<file path="src/rtl/clos_pkg.sv">
// Shared types for the Clos path allocator.
// Assumes: response codes are carried as 2-bit values on the top ports.
package clos_pkg;
    typedef enum logic [1:0] {
        RSP_GRANT   = 2'd0,
        RSP_BLOCKED = 2'd1,
        RSP_ERROR   = 2'd2
    } rsp_code_e;
endpackage

</file>
<file path="src/rtl/clos_mid_pick.sv">
// Finds the lowest set bit of a centre-crossbar availability vector.
// Assumes: free[k] is high when centre k has both needed links idle.
module clos_mid_pick #(
    parameter int M  = 3,
    parameter int MW = 2
) (
    input  logic [M-1:0]  free,
    output logic          found,
    output logic [MW-1:0] idx
);
    // Scan from the top down so the lowest free index wins.
    always_comb begin
        found = 1'b0;
        idx   = '0;
        for (int k = M - 1; k >= 0; k--) begin
            if (free[k]) begin
                found = 1'b1;
                idx   = MW'(k);
            end
        end
    end
endmodule

</file>
<file path="src/rtl/clos_sel_map.sv">
// Flattens the stored link and select tables onto the crossbar control buses.
// Assumes: tables are indexed [crossbar][centre] for both ingress and egress
// sides; output buses use index i*M+k (ingress) and k*R+e (centre).
module clos_sel_map #(
    parameter int N  = 2,
    parameter int M  = 3,
    parameter int R  = 3,
    parameter int NW = 1,
    parameter int MW = 2,
    parameter int RW = 2,
    localparam int P = N * R
) (
    input  logic [M-1:0]      ing_link [R],
    input  logic [NW-1:0]     ing_src  [R][M],
    input  logic [M-1:0]      egr_link [R],
    input  logic [RW-1:0]     mid_src  [R][M],
    input  logic [P-1:0]      out_busy,
    input  logic [MW-1:0]     out_mid  [P],
    output logic [R*M-1:0]    ing_en,
    output logic [R*M*NW-1:0] ing_sel,
    output logic [M*R-1:0]    mid_en,
    output logic [M*R*RW-1:0] mid_sel,
    output logic [P-1:0]      egr_en,
    output logic [P*MW-1:0]   egr_sel
);
    for (genvar i = 0; i < R; i++) begin : g_sw
        for (genvar k = 0; k < M; k++) begin : g_ctr
            // Ingress outlet k of crossbar i.
            assign ing_en[i*M+k]             = ing_link[i][k];
            assign ing_sel[(i*M+k)*NW +: NW] = ing_src[i][k];
            // Centre k output toward egress crossbar i.
            assign mid_en[k*R+i]             = egr_link[i][k];
            assign mid_sel[(k*R+i)*RW +: RW] = mid_src[i][k];
        end
    end

    for (genvar o = 0; o < P; o++) begin : g_out
        // Egress select for global output o.
        assign egr_sel[o*MW +: MW] = out_mid[o];
    end
    assign egr_en = out_busy;
endmodule

</file>
<file path="src/rtl/clos_path_alloc.sv">
// Connection controller for an N/M/R three-stage Clos fabric.
// Takes one connect or disconnect command per cycle and answers one cycle
// later. Picks the lowest centre crossbar free on both of a call's links and
// never moves existing calls.
// Assumes: synchronous active-low reset; a disconnect is identified by its
// input port alone.
module clos_path_alloc
    import clos_pkg::*;
#(
    parameter int N = 2,
    parameter int M = 3,
    parameter int R = 3,
    localparam int P  = N * R,
    localparam int NW = (N > 1) ? $clog2(N) : 1,
    localparam int MW = (M > 1) ? $clog2(M) : 1,
    localparam int RW = (R > 1) ? $clog2(R) : 1,
    localparam int PW = (P > 1) ? $clog2(P) : 1
) (
    input  logic              clk,
    input  logic              rst_n,
    input  logic              req_valid,
    output logic              req_ready,
    input  logic              req_disc,
    input  logic [PW-1:0]     req_in,
    input  logic [PW-1:0]     req_out,
    output logic              rsp_valid,
    output logic [1:0]        rsp_code,
    output logic [MW-1:0]     rsp_mid,
    output logic [R*M-1:0]    ing_en,
    output logic [R*M*NW-1:0] ing_sel,
    output logic [M*R-1:0]    mid_en,
    output logic [M*R*RW-1:0] mid_sel,
    output logic [P-1:0]      egr_en,
    output logic [P*MW-1:0]   egr_sel
);
    localparam logic [PW:0] P_LIM = (PW + 1)'(P);
    localparam bit STRICT = (M >= 2 * N - 1);

    // Link and call state.
    logic [M-1:0]  ing_link [R];
    logic [NW-1:0] ing_src  [R][M];
    logic [M-1:0]  egr_link [R];
    logic [RW-1:0] mid_src  [R][M];
    logic [P-1:0]  in_busy, out_busy;
    logic [MW-1:0] in_mid   [P];
    logic [PW-1:0] in_out   [P];
    logic [MW-1:0] out_mid  [P];

    // Request decode.
    logic          accept, in_ok, out_ok, conn_idle;
    logic [RW-1:0] isw, esw, dsw;
    logic [NW-1:0] iloc;
    logic [PW-1:0] dout;
    logic [MW-1:0] dmid;
    logic [M-1:0]  free;
    logic          found;
    logic [MW-1:0] pick;
    rsp_code_e     nxt_code;
    logic [MW-1:0] nxt_mid;
    logic          do_conn, do_disc;

    assign accept    = req_valid && req_ready;
    assign in_ok     = {1'b0, req_in} < P_LIM;
    assign out_ok    = {1'b0, req_out} < P_LIM;
    assign isw       = RW'(32'(req_in) / N);
    assign iloc      = NW'(32'(req_in) % N);
    assign esw       = RW'(32'(req_out) / N);
    assign dout      = in_out[req_in];
    assign dmid      = in_mid[req_in];
    assign dsw       = RW'(32'(dout) / N);
    assign conn_idle = in_ok && out_ok && !in_busy[req_in] && !out_busy[req_out];
    assign free      = ~ing_link[isw] & ~egr_link[esw];

    clos_mid_pick #(.M(M), .MW(MW)) u_pick (
        .free  (free),
        .found (found),
        .idx   (pick)
    );

    // Decide the response code and which state update applies.
    always_comb begin
        nxt_code = RSP_ERROR;
        nxt_mid  = '0;
        do_conn  = 1'b0;
        do_disc  = 1'b0;
        if (req_disc) begin
            if (in_ok && in_busy[req_in]) begin
                nxt_code = RSP_GRANT;
                nxt_mid  = dmid;
                do_disc  = accept;
            end
        end else if (conn_idle) begin
            if (found) begin
                nxt_code = RSP_GRANT;
                nxt_mid  = pick;
                do_conn  = accept;
            end else begin
                nxt_code = RSP_BLOCKED;
            end
        end
    end

    // Register responses and apply connect/disconnect updates.
    always_ff @(posedge clk) begin
        if (!rst_n) begin
            req_ready <= 1'b0;
            rsp_valid <= 1'b0;
            rsp_code  <= '0;
            rsp_mid   <= '0;
            in_busy   <= '0;
            out_busy  <= '0;
            for (int i = 0; i < R; i++) begin
                ing_link[i] <= '0;
                egr_link[i] <= '0;
                for (int k = 0; k < M; k++) begin
                    ing_src[i][k] <= '0;
                    mid_src[i][k] <= '0;
                end
            end
            for (int p = 0; p < P; p++) begin
                in_mid[p]  <= '0;
                in_out[p]  <= '0;
                out_mid[p] <= '0;
            end
        end else begin
            req_ready <= 1'b1;
            rsp_valid <= accept;
            if (accept) begin
                rsp_code <= nxt_code;
                rsp_mid  <= nxt_mid;
            end
            if (do_conn) begin
                ing_link[isw][pick] <= 1'b1;
                ing_src[isw][pick]  <= iloc;
                egr_link[esw][pick] <= 1'b1;
                mid_src[esw][pick]  <= isw;
                in_busy[req_in]     <= 1'b1;
                in_mid[req_in]      <= pick;
                in_out[req_in]      <= req_out;
                out_busy[req_out]   <= 1'b1;
                out_mid[req_out]    <= pick;
            end
            if (do_disc) begin
                ing_link[isw][dmid] <= 1'b0;
                ing_src[isw][dmid]  <= '0;
                egr_link[dsw][dmid] <= 1'b0;
                mid_src[dsw][dmid]  <= '0;
                in_busy[req_in]     <= 1'b0;
                in_mid[req_in]      <= '0;
                in_out[req_in]      <= '0;
                out_busy[dout]      <= 1'b0;
                out_mid[dout]       <= '0;
            end
        end
    end

    clos_sel_map #(
        .N(N), .M(M), .R(R), .NW(NW), .MW(MW), .RW(RW)
    ) u_map (
        .ing_link (ing_link),
        .ing_src  (ing_src),
        .egr_link (egr_link),
        .mid_src  (mid_src),
        .out_busy (out_busy),
        .out_mid  (out_mid),
        .ing_en   (ing_en),
        .ing_sel  (ing_sel),
        .mid_en   (mid_en),
        .mid_sel  (mid_sel),
        .egr_en   (egr_en),
        .egr_sel  (egr_sel)
    );


    rsp_pulse_chk: assert property (@(posedge clk) disable iff (!rst_n)
        accept |=> rsp_valid);

    rsp_quiet_chk: assert property (@(posedge clk) disable iff (!rst_n)
        !accept |=> !rsp_valid);

    err_hold_chk: assert property (@(posedge clk) disable iff (!rst_n)
        (rsp_valid && rsp_code == RSP_ERROR) |-> ($stable(in_busy) && $stable(out_busy)));

    blk_hold_chk: assert property (@(posedge clk) disable iff (!rst_n)
        (rsp_valid && rsp_code == RSP_BLOCKED) |-> ($stable(in_busy) && $stable(out_busy)));

    disc_free_chk: assert property (@(posedge clk) disable iff (!rst_n)
        (rsp_valid && rsp_code == RSP_GRANT && $past(req_disc)) |-> !in_busy[$past(req_in)]);

    if (STRICT) begin : g_strict

        strict_grant_chk: assert property (@(posedge clk) disable iff (!rst_n)
            (accept && !req_disc && conn_idle) |=> (rsp_code == RSP_GRANT));
    end

    for (genvar i = 0; i < R; i++) begin : g_cap

        link_cap_chk: assert property (@(posedge clk) disable iff (!rst_n)
            ($countones(ing_link[i]) <= N) && ($countones(egr_link[i]) <= N));
    end
endmodule

</file>
<file path="config.mk">
export PLATFORM = sky130hd
export DESIGN_NAME = clos_path_alloc
export DESIGN_NICKNAME = d
export VERILOG_FILES = /design/src/rtl/clos_pkg.sv /design/src/rtl/clos_mid_pick.sv /design/src/rtl/clos_sel_map.sv /design/src/rtl/clos_path_alloc.sv
export SDC_FILE = /design/constraint.sdc
export NUM_CORES = 1
export LEC_CHECK = 0
export BUFFER_PORTS_ARGS = -buffer_cell sky130_fd_sc_hd__buf_2
export CORE_MARGIN = 2
export CORE_UTILIZATION = 40
export DETAILED_ROUTE_END_ITERATION = 8
export GPL_ROUTABILITY_DRIVEN = 0
export GPL_TIMING_DRIVEN = 1
export PLACE_DENSITY = 0.73
export SYNTH_ARGS = -nofsm -noshare
export SYNTH_HDL_FRONTEND = slang
export SYNTH_SLANG_ARGS = --single-unit
</file>
<file path="constraint.sdc">
create_clock -name clk -period 2.9 [get_ports clk]
set_input_delay 0.145 -clock clk [delete_from_list [all_inputs] [get_ports clk]]
set_output_delay 0.145 -clock clk [all_outputs]
set_load 0.02 [all_outputs]
</file>
==> results.md, run 1 <==
* Residual DRC at 0
* Post-Synth Simple-Gate Area at 18.8%
* Period Utilization, post-route at 90.5%
* Pre-CTS worst setup slack at 100 ps
* Critical Path Sink: in_mid[5][1]
* Starting DRT DRC Count at 686
* Critical path launch point: ing_link[1]
* Mapped cell area at 5340 um2
* Met2 wire length at 7640 um
* Worst-Skew Late Latency at 430 ps
* Num rows at 42
* Worst Max-Slew Pin Slew at 785 ps
* Top routing layer in use: met4
* Setup ws final at 276 ps
* Post-DR wirelength/cell at 19.8 um
* Worst setup path class: reg2reg
* Htree depth at 4
* Worst Setup End Kind: register
* Cell chain of the critical path: mux2_2 > a222oi_1 > buf_4 > a2bb2oi_2 > a211oi_4 > a21oi_1 > o21ai_0
* Crit Reg-Reg Endpoint: in_mid[5][1]
* Fmax at 381 MHz
* Top cells by area, synth: dfxtp_1, edfxtp_1, a21oi_1
* Post-CTS sizing at 0
* Postcts setup bufs at 0
* Syn Inst Count at 571
* # nets final at 681
* Initial DRT Pass Iterations at 6
* Overall Global Routing Usage at 24.1%
* Chip width at 120 um
* Worst path bufs/invs at 1
* Die area at 14300 um2
* Leak at 2.67 nW
* Hold WS at 58.7 ps
* Die Height at 120 um
* Post-route cell area at 6770 um2
* Reg2reg path depth at 7
* Reg2reg start: ing_link[1]
* Vias post-DR at 5131
* Min-delay worst type: in2reg
* DP Area at 6110 um2
* Total gr overflow at 0
* Crit path depth at 7
* Share of the synthesized area in the top cell type at 28.1%
* Worst slew margin at 47.6%
* Pwr/cell area at 635 nW/um2
* Pins over their slew limit at 0
* Mux cell area share after synthesis at 4.69%
* Hold Buf Count CTS at 0
* Post-DP HPWL at 12100 um
* Worst-path clk slew at 50 ps
* Peak supply drop at 435 uV
* Number of max-cap violations at 0
* Number of library cell types mapped by synthesis at 55
* Setup TNS at 0 ps
* CTS tree: done
* Fill count at 1190
* Clock sinks at 115
* Synth cell count leaders: dfxtp_1, a21oi_1, o21ai_0
* Maximum fanout along the worst path at 6
* Vias/cell at 5.97
* Adder-Cell Fraction of Synth Area at 0%
* CTS buffer count at 17
* Detailed Route WL at 17000 um
* Final ANT Viol Nets at 0
* Largest area contributor in the netlist: dfxtp_1
* Main combinational cell family by area after synthesis: compound AO/OA/AOI/OAI gates
* Clock Tree Root: clkbuf_16
* Met1 Routed Length at 7100 um
* Initial antenna violation count at 0
* Register area at 2700 um2
* I/O pins at 79
* Port bufs at 78
* Core Region at 13100 um2
* Vias in the first global route at 4886
* Critical path data arrival time at 2670 ps
* Synth Area in Compound Gates at 20.7%
* Skew final at 13.7 ps
* Initial Util at 40.6%
* Top delay family on crit path: compound AO/OA/AOI/OAI gates
* Setup crit start kind: register
* Final Hold Viols at 0
* Status: completed
* Multi-input logic area at 2390 um2
* Most used flip-flop cell after synthesis: dfxtp_1
* N_diodes at 0
* Synthesized area per cell at 9.35 um2
* First-pass GRT wire length at 26500 um
* Post-synth ARST share at 0%
* Seq/Total Area, Yosys at 50.6%
* Largest net degree at the start of global routing at 31
* Unrepaired setup endpoints after global routing: false
* YS warnings at 0
* Longest Clk Path Bufs at 2
* Layout cells sized above 1 at 26.6%
* Met3 WL at 1710 um
* Fin crit period at 2620 ps
* Area delta synth->final at 26.9%
* Post-Synth XOR/XNOR Area at 0%
* Slowest CP cell: o21ai_0
* Count of flip-flops with a built-in enable after synthesis at 40
* Most common cell in the synthesized netlist: dfxtp_1
* Number of synthesized register bits at 115
* Setup violation total in the final timing report at 0
* CP required at 2950 ps
* Worst path max stage delay at 660 ps
* Reg-to-reg slack, setup at 280 ps
==> sequential cells by signal, indices dropped and copies added, names as in the netlist <==
signal,flops
egr_link,9
in_busy,6
in_mid,16
in_out,24
ing_link,9
ing_src,9
mid_src,18
out_busy,6
out_mid,12
req_ready,1
rsp_code,2
rsp_mid,2
rsp_valid,1
==> layout make-up <==
class                   count  share of cell area, %
inverters                  15                  0.831
repair buffers            121                   10.9
multi-input cells         401                   35.4
clock inverters             7                   1.64
flip-flops and latches    115                   39.9
well taps                 176                   3.25
clock buffers              25                   8.09
==> layer usage <==
layer | vias to the layer above | track usage, %
met1 | 2432 | 33.0
li1 | 2317 | -
met3 | 54 | 7.27
met2 | 328 | 35.4
met4 | 0 | 10.4
met5 | - | 0
==> worst reg2reg max path: stages (launching register included) <==
cell and delay [ps]:
dfxtp_1 340, mux2_2 270, a222oi_1 270, buf_4 200
a2bb2oi_2 90, a211oi_4 270, a21oi_1 160, o21ai_0 660
==> cells by family after synthesis <==
logic type / after synthesis
and+or+nand+nor: 195
buffers and inverters: 64
DFF: 115
muxes: 24
other: 1
AOI/OAI and AO/OA: 172
==> power breakdown <==
part	switching (W)	internal (W)
Combinational	0.000207	0.0000866
Sequential	0.0000142	0.00169
Clock	0.000734	0.00156
==> placed cells by master, fill, tap and decap left out, types with 4 or more instances in the layout <==
cell type	n
clkbuf_8	5
or2_2	4
mux2_2	8
buf_4	41
nor2_1	41
mux2i_1	16
o21ai_0	50
nor2b_1	6
o31ai_1	11
nand4_1	12
nand3_1	27
a211oi_1	8
a31oi_1	11
buf_2	78
nor3_1	40
or3_1	8
a21oi_1	56
and3_1	4
nand3b_1	6
or3b_2	7
nand2b_1	7
inv_1	15
dfxtp_1	75
edfxtp_1	40
clkbuf_16	19
conb_1	10
nand2_1	24
==> worst min-delay path by stage <==
stage / start / endpoint / slack, ps / cells after the start
2_1_floorplan: rst_n / req_ready / 170 / 0
3_3_place_gp: in_busy[3] / in_busy[3] / 450 / 2
3_5_place_dp: out_mid[6] / out_mid[6] / 460 / 2
4_1_cts: rst_n / req_ready / 40 / 1
5_1_grt: rst_n / req_ready / 60 / 1
6_report: rst_n / req_ready / 60 / 1
==> through the flow <==
step	cells	power, W	utilization (%)
2_1_floorplan	580	0.00191	-
3_3_place_gp	828	0.00202	46.5
3_5_place_dp	828	0.00202	46.5
4_1_cts	860	0.00429	51.5
5_1_grt	860	0.00440	51.5
6_report	860	0.00430	51.5
Power figures use the tool's default switching activity.
==> run 2, diff against run 1 <==
- PLACE_DENSITY: 0.73 -> 0.72
- SYNTH_HIERARCHICAL: not set -> 1
==> results.md, run 2 <==
* Setup violation total in the final timing report at 0 (unchanged)
* Maximum fanout along the worst path at 8 (was 6)
* Detailed Route WL at 16000 um (was 17000 um)
* First-pass GRT wire length at 25400 um (was 26500 um)
* Worst Max-Slew Pin Slew at 789 ps (was 785 ps)
* Htree depth at 4 (unchanged)
* Hold WS at 38.2 ps (was 58.7 ps)
* Largest net degree at the start of global routing at 27 (was 31)
* Fmax at 392 MHz (was 381 MHz)
* Max reg flops at 24 (unchanged)
* Most used flip-flop cell after synthesis: dfxtp_1 (unchanged)
* Setup TNS at 0 ps (unchanged)
* Final total power at 0.00423 W (was 0.00430 W)
* Post-DR wirelength/cell at 19.0 um (was 19.8 um)
* Critical path data arrival time at 2900 ps (was 2670 ps)
* CTS tree: done (unchanged)
* Worst path max stage delay at 350 ps (was 660 ps)
* Leak at 2.81 nW (was 2.67 nW)
* Fin crit period at 2550 ps (was 2620 ps)
* YS warnings at 6 (was 0)
* Die area at 15700 um2 (was 14300 um2)
* Largest area contributor in the netlist: dfxtp_1 (unchanged)
* Pins over their slew limit at 0 (unchanged)
* Die Height at 125 um (was 120 um)
* Layout cells sized above 1 at 27.0% (was 26.6%)
* Vias/cell at 5.81 (was 5.97)
* Cell chain of the critical path: a22oi_1 > nand2_1 > a221oi_1 > or3_1 > buf_4 > nand3_1 > buf_4 > nor2_1 > a41oi_1 > a31oi_1 (was mux2_2 > a222oi_1 > buf_4 > a2bb2oi_2 > a211oi_4 > a21oi_1 > o21ai_0)
* Num rows at 44 (was 42)
* Unrepaired setup endpoints after global routing: false (unchanged)
* Initial antenna violation count at 0 (unchanged)
* Initial Util at 40.7% (was 40.6%)
* Fill count at 1339 (was 1190)
* Longest Clk Path Bufs at 2 (unchanged)
* Status: completed (unchanged)
* Final ANT Viol Nets at 0 (unchanged)
* Postcts setup bufs at 0 (unchanged)
* Post-synth ARST share at 0% (unchanged)
* Number of synthesized register bits at 115 (unchanged)
* Worst Setup End Kind: register (unchanged)
* Total gr overflow at 0 (unchanged)
* Hold Buf Count CTS at 0 (unchanged)
* Slowest CP cell: dfxtp_1 (was o21ai_0)
* Core Region at 14500 um2 (was 13100 um2)
* # nets final at 657 (was 681)
* Synth cell count leaders: nor2_1, dfxtp_1, buf_4 (was dfxtp_1, a21oi_1, o21ai_0)
* Setup crit start kind: register (unchanged)
* Most common cell after layout, fill and taps aside: buf_2 (unchanged)
* Clock sinks at 115 (unchanged)
* Vias in the first global route at 4770 (was 4886)
* Final Hold Viols at 0 (unchanged)
* Most common cell in the synthesized netlist: nor2_1 (was dfxtp_1)
* Period Utilization, post-route at 87.9% (was 90.5%)
* Seq/Total Area, Yosys at 45.9% (was 50.6%)
* Starting DRT DRC Count at 411 (was 686)
* Worst-path clk slew at 50 ps (about the same)
* Number of library cell types mapped by synthesis at 58 (was 55)
* Syn Inst Count at 606 (was 571)
* Pwr/cell area at 620 nW/um2 (was 635 nW/um2)
* Top Registers: in_out (24), mid_src (18), in_mid (16) (unchanged)
* Mapped cell area at 5890 um2 (was 5340 um2)
* CP required at 3250 ps (was 2950 ps)
* Count of flip-flops with a built-in enable after synthesis at 40 (unchanged)
* Area delta synth->final at 15.9% (was 26.9%)
* Most frequent cells in the layout: buf_2, nor2_1, dfxtp_1 (was buf_2, dfxtp_1, a21oi_1)
* Post-DP HPWL at 11800 um (was 12100 um)
* Worst-Skew Late Latency at 430 ps (about the same)
* Skew final at 11.8 ps (was 13.7 ps)
* Synthesized area per cell at 9.72 um2 (was 9.35 um2)
* Top cells by area, synth: dfxtp_1, edfxtp_1, buf_4 (was dfxtp_1, edfxtp_1, a21oi_1)
* Initial DRT Pass Iterations at 5 (was 6)
* Clock Tree Root: clkbuf_16 (unchanged)
* Overall Global Routing Usage at 20.5% (was 24.1%)
* Port bufs at 78 (unchanged)
* Most used cell along the critical path: buf_4
* Peak supply drop at 447 uV (was 435 uV)
* N_diodes at 0 (unchanged)
* Chip width at 125 um (was 120 um)
* Vias post-DR at 4904 (was 5131)
* Residual DRC at 0 (unchanged)
* Post-CTS sizing at 0 (unchanged)
* Share of the synthesized area in the top cell type at 25.5% (was 28.1%)
* Worst setup path class: reg2reg (unchanged)
* CTS buffer count at 17 (unchanged)
* Worst slew margin at 47.4% (was 47.6%)
* Number of max-cap violations at 0 (unchanged)
* Min-delay worst type: in2reg (unchanged)
* I/O pins at 79 (unchanged)
* Top reg by flops: in_out (unchanged)
## run 2: layout make-up
type,instances,area [um2],area share [%]
Tap cell,184,230,3.37
Clock inverter,8,118,1.72
Clock buffer,24,515,7.55
Sequential cell,115,2700,39.6
Inverter,15,56.3,0.824
Timing Repair Buffer,121,726,10.6
Multi-Input combinational cell,377,2480,36.3
## run 2: final timing paths
path | start | endpoint | slack [ps] | cells past startpoint
worst max-delay path | egr_link[0] | ing_src[3] | 350 | 10
worst min-delay path | req_valid | rsp_mid[1] | 40 | 2
worst min register to register | out_busy[1] | out_busy[1] | 460 | 2
worst max register to register | egr_link[0] | ing_src[3] | 350 | 10
## run 2: power by group
part           internal [W]  leakage (nW)  switching [W]
Clock               0.00150         0.309       0.000731
Combinational     0.0000961          1.48       0.000202
Sequential          0.00169          1.02      0.0000120
## run 2: per-layer routing
metal / GRT usage, % / vias to the layer above / wire length, um
li1: - / 2245 / -
met1: 25.7 / 2366 / 6620
met2: 33.0 / 242 / 7750
met3: 5.52 / 51 / 1180
met4: 9.93 / 0 / 476
met5: 0 / - / 0
## run 2: kinds of logic after synthesis
family | synth area share, %
AOI/OAI and AO/OA | 18.7
and+or+nand+nor | 14.8
DFF | 45.9
muxes | 7.86
buffers and inverters | 12.7
other | 0.0636
## run 2: critical path, delay by kind of cell, from the launching register on
kind / cells / cell delay (ps)
buffers and inverters: 2 / 370
AOI/OAI and AO/OA: 4 / 920
and+or+nand+nor: 4 / 830
DFF: 1 / 350
## run 2: stage by stage
| step | cells | cell area (um2) | utilization, % | setup slack [ps] |
|---|---|---|---|---|
| finish | 844 | 6830 | 47.2 | 351 |
| global route | 844 | 6830 | 47.2 | 124 |
| CTS | 844 | 6830 | 47.2 | 426 |
| detailed placement | 812 | 6200 | 42.8 | 160 |
| global placement | 812 | 6200 | 42.8 | 184 |
| floorplan | 615 | 5930 | - | 99.8 |
==> run 3, diff against run 2 <==
- RECOVER_POWER: not set -> 100
==> results.md, run 3 (same netlist as run 2, synthesis figures left out) <==
* Status: completed (unchanged)
* Most frequent cells in the layout: clkbuf_1, nor2_1, dfxtp_1 (was buf_2, nor2_1, dfxtp_1)
* Most used routing layer in global routing: met2 (unchanged)
* Largest net degree at the start of global routing at 27 (unchanged)
* First-pass GRT wire length at 25400 um (unchanged)
* Core Region at 14500 um2 (unchanged)
* Vias in the first global route at 4770 (unchanged)
* Post-layout util at 46.2% (was 47.2%)
* Worst slew margin at 32.2% (was 47.4%)
* Postcts setup bufs at 0 (unchanged)
* Maximum fanout along the worst path at 6 (was 8)
* Final ANT Viol Nets at 0 (unchanged)
* Crit Reg-Reg Endpoint: in_out[3][1] (was ing_src[3])
* Post-DP HPWL at 11800 um (unchanged)
* CP required at 2990 ps (was 3250 ps)
* Critical path data arrival time at 2730 ps (was 2900 ps)
* Worst-path clk slew at 50 ps (about the same)
* Area delta synth->final at 13.5% (was 15.9%)
* Vias post-DR at 4897 (was 4904)
* Die Height at 125 um (unchanged)
* Top Registers: in_out (24), mid_src (18), in_mid (16) (unchanged)
* Fmax at 379 MHz (was 392 MHz)
* Layout cells sized above 1 at 14.4% (was 27.0%)
* Period Utilization, post-route at 91.0% (was 87.9%)
* Num rows at 44 (unchanged)
* Total gr overflow at 0 (unchanged)
* Worst Setup End Kind: register (unchanged)
* Reg2reg start: egr_link[0] (unchanged)
* Met1 usage at 25.7% (unchanged)
* Worst-Skew Late Latency at 420 ps (was 430 ps)
* CTS buffer count at 17 (unchanged)
* Die area at 15700 um2 (unchanged)
* Final Hold Viols at 0 (unchanged)
* Vias/cell at 5.80 (was 5.81)
* Chip width at 125 um (unchanged)
* Combinational share of power at 6.8% (was 7.0%)
* Global Route met2 Usage at 33.0% (unchanged)
* Initial DRT Pass Iterations at 6 (was 5)
* Setup TNS at 0 ps (unchanged)
* Switch share at 22.3% (about the same)
* Most common cell after layout, fill and taps aside: clkbuf_1 (was buf_2)
* Clock power frac at 52.7% (was 52.6%)
* Hold wc startpoint: req_valid (unchanged)
* Initial antenna violation count at 0 (unchanged)
* I/O pins at 79 (unchanged)
* N_diodes at 0 (unchanged)
* Final Non-Filler Cells at 844 (unchanged)
* Residual DRC at 0 (unchanged)
* Flop pwr share at 40.5% (was 40.3%)
* CTS tree: done (unchanged)
* Max reg flops at 24 (unchanged)
* Met3 Use GR at 5.52% (unchanged)
* Number of max-cap violations at 0 (unchanged)
* Clock sinks at 115 (unchanged)
* Fin crit period at 2640 ps (was 2550 ps)
* Leak at 2.47 nW (was 2.81 nW)
* # nets final at 657 (unchanged)
* WHS Endpoint: rsp_mid[1] (unchanged)
* Cell internal pwr at 0.00328 W (was 0.00329 W)
* Setup violation total in the final timing report at 0 (unchanged)
* Clock Tree Root: clkbuf_16 (unchanged)
* Htree depth at 4 (unchanged)
* Pwr/cell area at 631 nW/um2 (was 620 nW/um2)
* Unrepaired setup endpoints after global routing: false (unchanged)
* Starting DRT DRC Count at 389 (was 411)
* Reg-to-reg slack, setup at 260 ps (was 350 ps)
* Top reg by flops: in_out (unchanged)
* Longest Clk Path Bufs at 2 (unchanged)
* Skew final at 12.3 ps (was 11.8 ps)
* Detailed Route WL at 16000 um (about the same)
* Peak supply drop at 444 uV (was 447 uV)
* Dpl cells at 812 (unchanged)
* Min-delay worst type: in2reg (unchanged)
* Worst setup path class: reg2reg (unchanged)
* Port bufs at 78 (unchanged)
* Worst Max-Slew Pin Slew at 1020 ps (was 789 ps)
* Pins over their slew limit at 0 (unchanged)
* Post-DR wirelength/cell at 18.9 um (was 19.0 um)
* Reg2reg path depth at 10 (unchanged)
* Post-CTS sizing at 0 (unchanged)
* Hold Buf Count CTS at 0 (unchanged)
* Sw Pwr at 0.000939 W (was 0.000945 W)
* Initial Util at 40.7% (unchanged)
* Setup crit start kind: register (unchanged)
* Hold depth at 2 (unchanged)
* Overall Global Routing Usage at 20.5% (unchanged)
==> run 3: layout make-up <==
type,instances,area (um2)
multi-input combinational,377,2470
fill,1395,7790
inverter,15,56.3
clock buffer,24,515
timing repair buffer,121,593
tap,184,230
clock inverter,8,118
sequential,115,2700
==> run 3: worst max path at each step <==
stage | startpoint | end | slack (ps) | cells past startpoint
floorplan | req_in[2] | in_mid[1][0] | 100 | 12
global placement | req_in[0] | mid_src[17] | 180 | 7
detailed placement | req_in[0] | egr_link[0] | 160 | 7
CTS | egr_link[0] | ing_src[3] | 430 | 10
global route | ing_link[1] | in_out[2][1] | 70 | 10
finish | egr_link[0] | in_out[3][1] | 260 | 10
==> run 3: power groups by stage <==
stage / combinational [W] / clock, W / sequential (W)
5_1_grt: 0.000309 / 0.00232 / 0.00171
4_1_cts: 0.000293 / 0.00225 / 0.00171
3_3_place_gp: 0.000286 / 0 / 0.00174
6_report: 0.000288 / 0.00222 / 0.00171
3_5_place_dp: 0.000291 / 0 / 0.00174
2_1_floorplan: 0.000191 / 0 / 0.00174
==> run 3: through the flow <==
stage / instance area [um2] / worst slack (ps) / hold slack [ps] / power (W)
after floorplan: 5930 / 99.8 / 173 / 0.00193
after global placement: 6200 / 184 / 456 / 0.00202
after detailed placement: 6200 / 160 / 454 / 0.00203
after CTS: 6830 / 426 / 27.7 / 0.00425
after global routing: 6690 / 71.3 / 49.1 / 0.00434
final: 6690 / 262 / 41.9 / 0.00422
==> run 3: metal layers <==
metal  vias up  part of all wire (%)
met5         -                     0
met4         0                   3.2
met3        52                   7.3
met2       246                    48
met1      2359                    41
li1       2240                     -
==> run 3: critical path, stage by stage, from the launching register on <==
cell      delay, ps
dfxtp_1         350
a22oi_1         210
nand2_1          70
a221oi_1        340
or3_1           210
and3_1          180
o2111a_1        210
nor2_1           50
clkbuf_1        180
o21ai_0         200
clkbuf_1        310
